==> src/rtl/pfd_pkg.sv <==
package pfd_pkg;

    typedef struct packed {
        logic up;
        logic dn;
        logic pend_up;
        logic pend_dn;
    } phase_state_t;

endpackage

==> src/rtl/pfd_edge_sync.sv <==
module pfd_edge_sync #(
    parameter int STAGES = 2
) (
    input  logic clk,
    input  logic rst,
    input  logic din,
    output logic rise
);
    typedef struct packed {
        logic [STAGES-1:0] sync;
        logic              last;
    } sync_state_t;

    sync_state_t st_d, st_q;

    always_comb begin
        st_d.sync[0] = din;
        for (int i = 1; i < STAGES; i++) begin
            st_d.sync[i] = st_q.sync[i-1];
        end
        st_d.last = st_q.sync[STAGES-1];
    end

    always_ff @(posedge clk) begin
        if (rst) begin
            st_q <= '0;
        end else begin
            st_q <= st_d;
        end
    end

    assign rise = st_q.sync[STAGES-1] & ~st_q.last;

    // a level yields one detected edge only
    a_r10_single_rise: assert property (@(posedge clk) disable iff (rst)
        rise |=> !rise);

endmodule

==> src/rtl/pfd_clear_delay.sv <==
module pfd_clear_delay #(
    parameter int HOLD_CYCLES = 3
) (
    input  logic clk,
    input  logic rst,
    input  logic both,
    output logic clear
);
    localparam int CW = $clog2(HOLD_CYCLES + 2);

    logic [CW-1:0] cnt_d, cnt_q;

    always_comb begin
        clear = both && (cnt_q == CW'(HOLD_CYCLES));
        if (both && !clear) begin
            cnt_d = cnt_q + 1'b1;
        end else begin
            cnt_d = '0;
        end
    end

    always_ff @(posedge clk) begin
        if (rst) begin
            cnt_q <= '0;
        end else begin
            cnt_q <= cnt_d;
        end
    end

    // the counter never passes the hold length
    a_r4_cnt_bound: assert property (@(posedge clk) disable iff (rst)
        cnt_q <= CW'(HOLD_CYCLES));

    // a clear always ends the overlap on the next edge
    a_r5_clear_ends_overlap: assert property (@(posedge clk) disable iff (rst)
        clear |=> !both);

endmodule

==> src/rtl/pfd_phase_core.sv <==
module pfd_phase_core
    import pfd_pkg::*;
(
    input  logic clk,
    input  logic rst,
    input  logic ref_rise,
    input  logic fb_rise,
    input  logic clear,
    output logic both,
    output logic up,
    output logic dn
);
    phase_state_t st_d, st_q;

    always_comb begin
        both         = st_q.up & st_q.dn;
        st_d.pend_up = both & (st_q.pend_up | ref_rise);
        st_d.pend_dn = both & (st_q.pend_dn | fb_rise);
        st_d.up      = clear ? 1'b0 : (st_q.up | ref_rise | st_q.pend_up);
        st_d.dn      = clear ? 1'b0 : (st_q.dn | fb_rise  | st_q.pend_dn);
    end

    always_ff @(posedge clk) begin
        if (rst) begin
            st_q <= '0;
        end else begin
            st_q <= st_d;
        end
    end

    assign up = st_q.up;
    assign dn = st_q.dn;

    // outputs never fall apart from each other outside reset
    a_r5_joint_fall: assert property (@(posedge clk) disable iff (rst)
        (!$past(rst) && $fell(st_q.up)) |-> $fell(st_q.dn));

    // a held edge sets its output right after the clear
    a_r8_pending_up: assert property (@(posedge clk) disable iff (rst)
        (st_q.pend_up && !both) |=> st_q.up);

    a_r8_pending_dn: assert property (@(posedge clk) disable iff (rst)
        (st_q.pend_dn && !both) |=> st_q.dn);

    // pump-up only rises from an edge or a held edge
    a_r2_up_cause: assert property (@(posedge clk) disable iff (rst)
        (!$past(rst) && $rose(st_q.up)) |-> ($past(ref_rise) || $past(st_q.pend_up)));

endmodule

==> src/rtl/antibacklash_pfd.sv <==
module antibacklash_pfd #(
    parameter int SYNC_STAGES = 2,
    parameter int HOLD_CYCLES = 3
) (
    input  logic clk,
    input  logic rst,
    input  logic ref_edge_i,
    input  logic fb_edge_i,
    output logic up_o,
    output logic dn_o
);
    logic ref_rise, fb_rise, both, clear;

    pfd_edge_sync #(.STAGES(SYNC_STAGES)) u_ref_sync (
        .clk(clk), .rst(rst), .din(ref_edge_i), .rise(ref_rise)
    );

    pfd_edge_sync #(.STAGES(SYNC_STAGES)) u_fb_sync (
        .clk(clk), .rst(rst), .din(fb_edge_i), .rise(fb_rise)
    );

    pfd_phase_core u_core (
        .clk(clk), .rst(rst), .ref_rise(ref_rise), .fb_rise(fb_rise),
        .clear(clear), .both(both), .up(up_o), .dn(dn_o)
    );

    pfd_clear_delay #(.HOLD_CYCLES(HOLD_CYCLES)) u_delay (
        .clk(clk), .rst(rst), .both(both), .clear(clear)
    );

    // reset leaves both outputs low
    a_r1_reset_low: assert property (@(posedge clk) disable iff (rst)
        $past(rst) |-> (!up_o && !dn_o));

endmodule

==> config.mk <==
export PLATFORM = sky130hd
export DESIGN_NAME = antibacklash_pfd
export DESIGN_NICKNAME = d
export VERILOG_FILES = /design/src/rtl/pfd_pkg.sv /design/src/rtl/pfd_edge_sync.sv /design/src/rtl/pfd_clear_delay.sv /design/src/rtl/pfd_phase_core.sv /design/src/rtl/antibacklash_pfd.sv
export SDC_FILE = /design/constraint.sdc
export NUM_CORES = 1
export LEC_CHECK = 0
export BUFFER_PORTS_ARGS = -buffer_cell sky130_fd_sc_hd__buf_4
export CORE_AREA = 3 3 40 42
export CTS_CLUSTER_SIZE = 24
export DETAILED_ROUTE_END_ITERATION = 10
export DIE_AREA = 0 0 43 45
export GPL_ROUTABILITY_DRIVEN = 1
export SYNTH_ARGS = -nofsm -noshare
export SYNTH_HDL_FRONTEND = slang
export SYNTH_SLANG_ARGS = --single-unit
==> constraint.sdc <==
create_clock -name clk -period 1.3 [get_ports clk]
set_input_delay 0.065 -clock clk [delete_from_list [all_inputs] [get_ports clk]]
set_output_delay 0.065 -clock clk [all_outputs]
set_load 0.02 [all_outputs]
Word level (Yosys, flattened, before mapping)
Cells that the tools add are included.
- logic and storage cells: 30
- register bits: 13
- output and inout bits: 2
- bitwise operators: 14
- add/subtract/negate cells: 1
- equal/unequal tests: 1
- reductions and logical operators: 5
- operators by type and width (kind ; number):
    $or 1x1->1 ; 6
    $and 1x1->1 ; 5
    $reduce_or 2->1 ; 2
    $add 3x1->3 const B ; 1
    $eq 3x2->1 const B ; 1
    $not 1->1 ; 3
    $logic_and 1x1->1 ; 2
    $logic_not 1->1 ; 1

Logic depth before layout (Yosys ltp)
Gate-level depths: netlist of the first run.
- word-level depth: 6
- depth in mapped cells: 4

Cells and area by module
A second synthesis of the first run with hierarchy kept.
- cells, all modules: 38
- area, all modules: 426.7 µm²
- modules (own cells, without submodules) (module ; area each (µm²) ; times used ; cells an instance ; sequential area each (µm²)):
    pfd_edge_sync ; 87.6 ; 2 ; 7 ; 60.1
    pfd_clear_delay ; 126.4 ; 1 ; 10 ; 60.1
    pfd_phase_core ; 125.1 ; 1 ; 14 ; 80.1

Worst setup path before layout of the first run
Ideal clock, no wire load.
- path type: register to register
- from: reg u_delay.cnt_q[0]
- to: reg u_core.st_q (netlist bit u_core.dn)
- setup time: 74 ps
- stages on the path, launching flop included: 5
- data arrival time: 1033 ps
- path buffers: 0
- path slack: 193 ps
- cell sequence: dfxtp_1 -> ha_1 -> ha_1 -> a31o_1 -> a31oi_1
- word-level cells in the longest chain between the ends: 3
- ends and longest elaborated chain (what ; RTL line ; source):
    from (decl) ; pfd_clear_delay.sv:11 ; logic [CW-1:0] cnt_d, cnt_q;
    from (signal assigned) ; pfd_clear_delay.sv:26 ; cnt_q <= cnt_d;
    $eq 3x2->1 ; pfd_clear_delay.sv:14 ; clear = both && (cnt_q == CW'(HOLD_CYCLES));
    $logic_and 1x1->1 ; pfd_clear_delay.sv:14 ;
    $reduce_or 2->1 (no line) ; -- ;
    to (signal assigned) ; pfd_phase_core.sv:27 ; st_q <= st_d;
    to (decl) ; pfd_phase_core.sv:13 ; phase_state_t st_d, st_q;
Every way passes these cells.
A chain may end at the register's enable or synchronous reset.

Worst setup path in the final report of the first run
Same ends and word-level chain as after synthesis.

==> results of run 1 <==
==> Yosys cell counts, drive strengths merged <==
library cell,instances,share of area (%)
nand3b,1,4.5
ha,2,5.7
or2b,2,3.4
a31oi,2,2.8
a21oi,2,2.3
a31o,1,2.0
and2b,6,11
nor3b,1,2.8
dfxtp,13,59
inv,5,4.3
nor3,2,2.3
==> flip-flops by register name (all words and copies together) (netlist names) <==
| signal | flops |
|---|---|
| u_ref_sync.st_q | 1 |
| u_core.dn | 1 |
| u_fb_sync.st_d | 2 |
| u_core.up | 1 |
| u_fb_sync.st_q | 1 |
| u_delay.cnt_q | 3 |
| u_ref_sync.st_d | 2 |
| u_core.st_q | 2 |
==> per-stage QoR <==
| stage | hold slack [ps] | worst slack (ps) | util, % |
|---|---|---|---|
| after floorplan | 190 | 193 | - |
| after global placement | 271 | 124 | 38.7 |
| after detailed placement | 277 | 86.0 | 38.7 |
| after CTS | 109 | 68.6 | 42.3 |
| after global routing | 124 | 41.1 | 42.5 |
| final | 113 | 143 | 42.5 |
==> worst max path at each step <==
stage	end	depth (start not counted)	from
after floorplan	u_core.dn	4	u_delay.cnt_q[0]
after detailed placement	u_core.dn	4	u_delay.cnt_q[0]
after CTS	u_core.dn	4	u_delay.cnt_q[0]
after global placement	u_core.up	4	u_delay.cnt_q[0]
after global routing	u_core.dn	4	u_delay.cnt_q[0]
final	u_core.dn	4	u_delay.cnt_q[0]
==> layout make-up <==
| type | instances | area share [%] |
|---|---|---|
| Timing Repair Buffer | 7 | 10.6 |
| Tap cell | 15 | 3.44 |
| Multi-Input combinational cell | 19 | 30.0 |
| Clock buffer | 4 | 4.82 |
| Inverter | 5 | 3.44 |
| Sequential cell | 13 | 47.7 |
==> timing repair <==
action	in CTS	in global routing
hold buffers	2	0
endpoints found under the setup margin	0	1
hold endpoints to repair	2	0
gates resized for setup	0	1
==> cell usage in the layout (no fill, tap or decap), drive strengths merged, types with 4 or more instances in the layout <==
cell type and instances:
clkbuf 4, dfxtp 13, buf 5, and2b 6
inv 5
==> metal layers <==
| layer | vias up | part of all wire (%) | track usage [%] |
|---|---|---|---|
| li1 | 144 | - | - |
| met1 | 121 | 42 | 8.13 |
| met2 | 8 | 49 | 11.1 |
| met3 | 0 | 8.1 | 6.37 |
| met4 | 0 | 0 | 1.81 |
| met5 | - | 0 | 0 |
==> power by group through the flow <==
stage	Sequential (mW)	Combinational (mW)	Clock, mW
after floorplan	0.428	0.0156	0
after global placement	0.425	0.0347	0
after detailed placement	0.425	0.0356	0
after CTS	0.416	0.0403	0.252
after global routing	0.418	0.0438	0.270
final	0.416	0.0396	0.239
==> cell families (layout without fill, tap and decap cells) <==
family | Yosys count | count (layout)
flops | 13 | 13
simple gates | 12 | 12
compound gates | 5 | 5
buf+inv | 5 | 16
fa+ha+maj | 2 | 2
==> critical path, cell delays in order, from the launching register on <==
cell,delay [ps]
dfxtp_1,320
ha_1,200
ha_2,200
a31o_1,230
a31oi_1,140
==> impl_metrics.toml, run 1 <==
[status]
outcome = "finished clean"

[pwr]
p_int_mw = 0.553
p_comb_share_pct = 5.7
p_switching_mw = 0.142
peakVddDrop_uv = 755
total_power_mw = 0.694
p_per_area_nw_per_um2 = 1270
pwr-share-seq_pct = 59.9
switching_share_pct = 20.4
p_leak_nw = 0.253
p_clk_share_pct = 34.4

[routing]
wirelength_um = 578
vias_per_cell = 4.33
drc = 0
drtAntennaViolNets = 0
drt-initial-drc-count = 0
vias = 273
first_pass_iters = 1
wl_per_cell_um = 9.17

[yosys]
synth_fa_ha_area_share_pct = 5.68
ys_warn_count = 0
yosys_register_bits = 13
synthesis.area_um2 = 440
synth_fp_nets = 43
synth_xor_area_share_pct = 0
post_synth_num_cell_types = 12
synth_mux_area_share_pct = 0
synth_top_family_by_area = "simple AND/OR/NAND/NOR gates"
synth_simple_gate_area_share_pct = 23.9
synth_compound_area_share_pct = 7.10
postSynthCellCount = 37
syn_area_per_cell_um2 = 11.9
yosysSeqAreaShare_pct = 59.1

[global_route]
grt_max_degree = 9
antenna_found_initial = 0
grt_pass1_wl_um = 1010
grt_use_total_pct = 7.47
grt_pass1_vias = 258
overflow = 0

[critical_path]
critPathKind = "reg -> reg"
r2r_cells = 4
crit_required_ps = 1500
critPathMaxFanout = 4
worstPathArrival_ps = 1350
critPathCaptureType = "flop"
r2r_slack_ps = 140
start_kind = "flop"
reg2reg_to = "u_core.dn"
timing.rr.start = "u_delay.cnt_q[0]"

[sta]
max_freq_mhz = 864
grt_setup_unrepaired = "false"
post-route-period-util_pct = 89.0
skew_ps = 1.94
hold_viol_final = 0
tns_ps = 0
setup_viol = 0
relSlewSlack_pct = 87.1
final_max_slew_viol_count = 0
fin_crit_ps = 1160
worst_pin_slew_ps = 193

[place]
dp.cells = 57
io_buffers = 5
dpl_cell_area_um2 = 497
gp_congestion = 0.599
place_hpwl_um = 445

[layout]
finalNonFillerCells = 63
n_fill_cell = 131
layout-drive-gt1-share_pct = 27.1
diodes = 0
multiInputGateArea_um2 = 164
regArea_um2 = 260
fin_area_um2 = 546
area_growth_pct = 23.9
nets = 55

[floorplanning]
num_rows = 13
start_util_pct = 34.3
ios = 6
coreArea_um2 = 1280
die_area_um2 = 1940
die_w_um = 43
dieHeight_um = 45

[cts]
clkTransAtPathRegs_ps = 70
worstSkewPairLatency_ps = 270
cts_buffers = 3
cts_setup_buffers = 0
cts_tree = "done"
max-clock-path-buffers = 2
clock_sinks = 13
htree_levels = 1
clock-root-buffer = "clkbuf_4"

[min_path]
hold_start = "rst"
min_to = "u_core.up"
min_path_cells = 3
hp-class = "in -> reg"

[run]
maxCapViolations = 0
(Power assumes the default switching activity.)
==> run 2: changes to the inputs <==
--- a/config.mk
+++ b/config.mk
@@ -5,11 +5,12 @@
 export SDC_FILE = /design/constraint.sdc
 export NUM_CORES = 1
 export LEC_CHECK = 0
+export ABC_AREA = 1
 export BUFFER_PORTS_ARGS = -buffer_cell sky130_fd_sc_hd__buf_4
-export CORE_AREA = 3 3 40 42
+export CORE_MARGIN = 3
+export CORE_UTILIZATION = 38
 export CTS_CLUSTER_SIZE = 24
 export DETAILED_ROUTE_END_ITERATION = 10
-export DIE_AREA = 0 0 43 45
 export GPL_ROUTABILITY_DRIVEN = 1
 export SYNTH_ARGS = -nofsm -noshare
 export SYNTH_HDL_FRONTEND = slang
==> impl_metrics.toml, run 2 <==
[cts]
max-clock-path-buffers = 2
htree_levels = 1
cts_buffers = 3
clock-root-buffer = "clkbuf_4"
worstSkewPairLatency_ps = 260
clock_sinks = 13
cts_resized = 0
cts_tree = "done"
clkTransAtPathRegs_ps = 80

[layout]
n_fill_cell = 127
area_growth_pct = 18.0
diodes = 0
final_cell_mix = "inv_1 (19), dfxtp_1 (13), nand2_1 (11)"
nets = 78
largest_register_ffs = 3
finalNonFillerCells = 85
layout-drive-gt1-share_pct = 21.1
largest_register = "u_delay.cnt_q"
fin_area_um2 = 592
layout_commonest_cell = "inv_1"

[yosys]
synth_edf_count = 0
yosys_register_bits = 13
ys_warn_count = 0
yosysMostFrequentCell = "inv_1"
yosysSeqAreaShare_pct = 51.9
yosysTopAreaCellShare_pct = 51.9
synth_area_leader_cell = "dfxtp_1"
ys_async_sr_fraction_pct = 0
post_synth_num_cell_types = 12
synth_ff_type = "dfxtp_1"
synth_fp_nets = 67
synthTopCellsByCount = "inv_1 (19), dfxtp_1 (13), nand2_1 (11)"
ys_top_cells_by_area = "dfxtp_1 (52%), inv_1 (14%), nand2_1 (8.2%)"
synthesis.area_um2 = 502
postSynthCellCount = 61
syn_area_per_cell_um2 = 8.23

[pwr]
peakVddDrop_uv = 534
p_clk_share_pct = 32.3
p_leak_nw = 0.319
p_switching_mw = 0.175
switching_share_pct = 23.5
pwr-share-seq_pct = 57.2
p_int_mw = 0.569
p_per_area_nw_per_um2 = 1260
p_comb_share_pct = 10.5

[place]
gp_congestion = 0.641
detailedPlace.worstSlack_ps = 223
dpl_cell_area_um2 = 546
dp.cells = 79
place_hpwl_um = 442
io_buffers = 5

[run]
maxCapViolations = 0

[sta]
setup_viol = 0
max_freq_mhz = 925
final_max_slew_viol_count = 0
hold_viol_final = 0
relSlewSlack_pct = 91.6
skew_ps = 2.89
worst_pin_slew_ps = 126
whs_ps = 52.4
tns_ps = 0
post-route-period-util_pct = 83.1
fin_ws_ps = 219
grt_setup_unrepaired = "false"
fin_crit_ps = 1080

[critical_path]
worstPathArrival_ps = 1300
crit_required_ps = 1520
critPathMaxFanout = 2
crit_chain = "ha_1, ha_1, inv_1, nand2_1, nand2_1, nand2_1, inv_1"
slowest_stage = "dfxtp_1"
cp_common_cell = "nand2_1"
critPathCaptureType = "flop"
critPathBufInv = 2
crit_path_max_incr_delay_ps = 320
cp_top_family = "adder cells"
start_kind = "flop"
critPathKind = "reg -> reg"

[floorplanning]
die_w_um = 42.3
dieHeight_um = 42.3
start_util_pct = 42.8
coreArea_um2 = 1170
ios = 6
num_rows = 12
die_area_um2 = 1790

[min_path]
hp-class = "in -> reg"

[routing]
drt-initial-drc-count = 0
wl_per_cell_um = 6.96
first_pass_iters = 1
drc = 0
vias_per_cell = 4.06
drtAntennaViolNets = 0
vias = 345
wirelength_um = 592

[global_route]
grt_pass1_vias = 322
grt_max_degree = 9
antenna_found_initial = 0
overflow = 0
grt_pass1_wl_um = 1150
grt_use_total_pct = 8.62

[status]
outcome = "finished clean"
## run 2: power by group through the flow
stage | logic, mW | registers, mW | clock network (mW)
6_report | 0.0780 | 0.425 | 0.240
5_1_grt | 0.0874 | 0.429 | 0.267
4_1_cts | 0.0792 | 0.426 | 0.250
3_5_place_dp | 0.0743 | 0.435 | 0
3_3_place_gp | 0.0732 | 0.435 | 0
2_1_floorplan | 0.0422 | 0.444 | 0
## run 2: final timing paths
check,to,slack [ps],cells after the start,start
worst max-delay path,u_core.dn,220,7,u_delay.cnt_q[0]
worst min-delay path,u_ref_sync.st_d[2],50,2,rst
worst max register to register,u_core.dn,220,7,u_delay.cnt_q[0]
worst min register to register,u_ref_sync.st_d[0],410,2,u_ref_sync.st_d[2]
## run 2: kinds of logic after synthesis
group / share of synthesized area, %
flops: 51.9
simple gates: 25.9
fa+ha+maj: 4.99
buf+inv: 17.2
## run 2: area by class of cell
class,count,area [µm²],share of cell area (%)
Multi-Input combinational cell,27,155,26.2
Inverter,20,75.1,12.7
Timing Repair Buffer,7,57.6,9.73
Tap cell,14,17.5,2.96
Clock buffer,4,26.3,4.44
Sequential cell,13,260,44.0
## run 2: routing by layer
metal	track usage [%]	vias up	share of wire, %
met5	0	-	0
met2	13.4	6	43
li1	-	190	-
met3	2.58	2	5.6
met1	9.38	147	48
met4	7.45	0	2.4
## run 2: stage by stage
stage / total power, mW / utilization, %
3_5_place_dp: 0.510 / 46.6
6_report: 0.743 / 50.5
4_1_cts: 0.755 / 50.5
3_3_place_gp: 0.508 / 46.6
5_1_grt: 0.784 / 50.5
2_1_floorplan: 0.486 / -
## run 2: repair_timing
| item | 4_1_cts | 5_1_grt |
|---|---|---|
| hold endpoints to repair | 2 | 0 |
| setup buffers | 0 | 0 |
| hold buffers | 2 | 0 |
==> run 3: changes to the inputs <==
==> constraint.sdc (replaced) <==
create_clock -name clk -period 0.9 [get_ports clk]
set_input_delay 0.045 -clock clk [delete_from_list [all_inputs] [get_ports clk]]
set_output_delay 0.045 -clock clk [all_outputs]
set_load 0.02 [all_outputs]
==> impl_metrics.toml, run 3 (same netlist as run 2, synthesis figures left out) <==
[cts]
cts_tree = "done"
cts_setup_buffers = 0
max-clock-path-buffers = 2
clock-root-buffer = "clkbuf_4"
worstSkewPairLatency_ps = 280
cts_buffers = 3
clkTransAtPathRegs_ps = 80
htree_levels = 1
clock_sinks = 13

[sta]
final_max_slew_viol_count = 0
post-route-period-util_pct = 106
whs_ps = 19.7
fin_ws_ps = -51.3
hold_viol_final = 0
relSlewSlack_pct = 91.6
max_freq_mhz = 1050
fin_crit_ps = 951
skew_ps = 4.51
worst_pin_slew_ps = 125
setup_viol = 3
grt_setup_unrepaired = "true"

[layout]
nets = 79
layout_commonest_cell = "inv_1"
final_cell_mix = "inv_1 (18), dfxtp_1 (11), nand2_1 (8)"
largest_register_ffs = 3
diodes = 0
layout-drive-gt1-share_pct = 33.3
largest_register = "u_delay.cnt_q"
area_growth_pct = 26.9

[pwr]
p_leak_nw = 0.325
p_per_area_nw_per_um2 = 1720
total_power_mw = 1.10
p_comb_share_pct = 11.1
p_clk_share_pct = 32.9
peakVddDrop_uv = 1080
p_int_mw = 0.828
pwr-share-seq_pct = 56.0
p_switching_mw = 0.270
switching_share_pct = 24.6

[run]
maxCapViolations = 0

[floorplanning]
num_rows = 12
coreArea_um2 = 1170
dieHeight_um = 42.3
ios = 6
start_util_pct = 42.8
die_w_um = 42.3
die_area_um2 = 1790

[status]
outcome = "finished with violations"
violations = "setup timing"

[critical_path]
crit_path_max_incr_delay_ps = 340
critPathKind = "reg -> reg"
critPathCaptureType = "flop"
crit_chain = "ha_4, ha_4, inv_4, nand2_2, nand2_2, nand2_2, inv_1"
critPathBufInv = 2
slowest_stage = "dfxtp_2"
cp_top_family = "flip-flops"
cp_common_cell = "nand2_2"
start_kind = "flop"
worstPathArrival_ps = 1180
crit_required_ps = 1130
critPathMaxFanout = 2

[routing]
drtAntennaViolNets = 0
drc = 0
drt-initial-drc-count = 1
first_pass_iters = 2
vias_per_cell = 4.00
wirelength_um = 638
vias = 344
wl_per_cell_um = 7.42

[global_route]
grt_pass1_vias = 292
antenna_found_initial = 0
grt_pass1_wl_um = 1150
grt_use_total_pct = 9.04
grt_max_degree = 9
overflow = 0

[min_path]
hp-class = "in -> reg"

[place]
detailedPlace.worstSlack_ps = -40.0
io_buffers = 5
place_hpwl_um = 449
gp_congestion = 0.627
## run 3: cell types whose count changed in the layout (fill, tap and decap cells not counted), sizes merged
cell / previous run / this run
buf: 5 / 6
## run 3: layer usage
layer  share of wire (%)  GRT usage (%)  vias up
met1                  46           11.1      140
met2                  41           10.9        9
met3                 6.6           2.58        5
met4                 5.8           11.2        0
met5                   0              0        -
li1                    -              -      190
## run 3: per-stage QoR
step | std cells | utilization (%) | TNS [ps] | area (µm²)
floorplan | 61 | - | -26.0 | 532
global placement | 80 | 49.8 | -56.8 | 583
detailed placement | 80 | 49.8 | -70.0 | 583
CTS | 86 | 53.7 | -112 | 629
global route | 86 | 54.4 | -343 | 637
finish | 86 | 54.4 | -111 | 637
## run 3: repair_timing
| item | CTS | global route |
|---|---|---|
| setup endpoints to repair | 2 | 5 |
| pin swaps | 0 | 6 |
| gates resized for setup | 0 | 3 |
| hold buffers | 2 | 0 |
| endpoints found under the hold margin | 2 | 0 |
## run 3: worst register-to-register path, cell delays in order (launching register included)
cell and delay [ps]:
dfxtp_2 340, ha_4 160, ha_4 150, inv_4 60, nand2_2 50, nand2_2 70, nand2_2 40, inv_1 40
## run 3: power by group through the flow
stage | sequential [mW] | clock, mW | combinational [mW]
2_1_floorplan | 0.643 | 0 | 0.0617
3_3_place_gp | 0.629 | 0 | 0.111
3_5_place_dp | 0.630 | 0 | 0.111
4_1_cts | 0.616 | 0.376 | 0.118
5_1_grt | 0.620 | 0.400 | 0.140
6_report | 0.615 | 0.361 | 0.122
## run 3: worst paths after layout
kind	start	end	slack, ps	cells after the start
setup / recovery	u_delay.cnt_q[0]	u_core.up	-50	7
hold / removal	rst	u_ref_sync.st_d[0]	20	2
setup reg to reg	u_delay.cnt_q[0]	u_core.up	-50	7
hold reg to reg	u_ref_sync.st_d[2]	u_ref_sync.st_d[0]	400	2
## run 3: final cells by class
type                    instances  area, µm²
clock buffers                   4       26.3
multi-input cells              27        188
fillers                       120        534
well taps                      14       17.5
inverters                      20       77.6
flip-flops and latches         13        263
repair buffers                  8       65.1
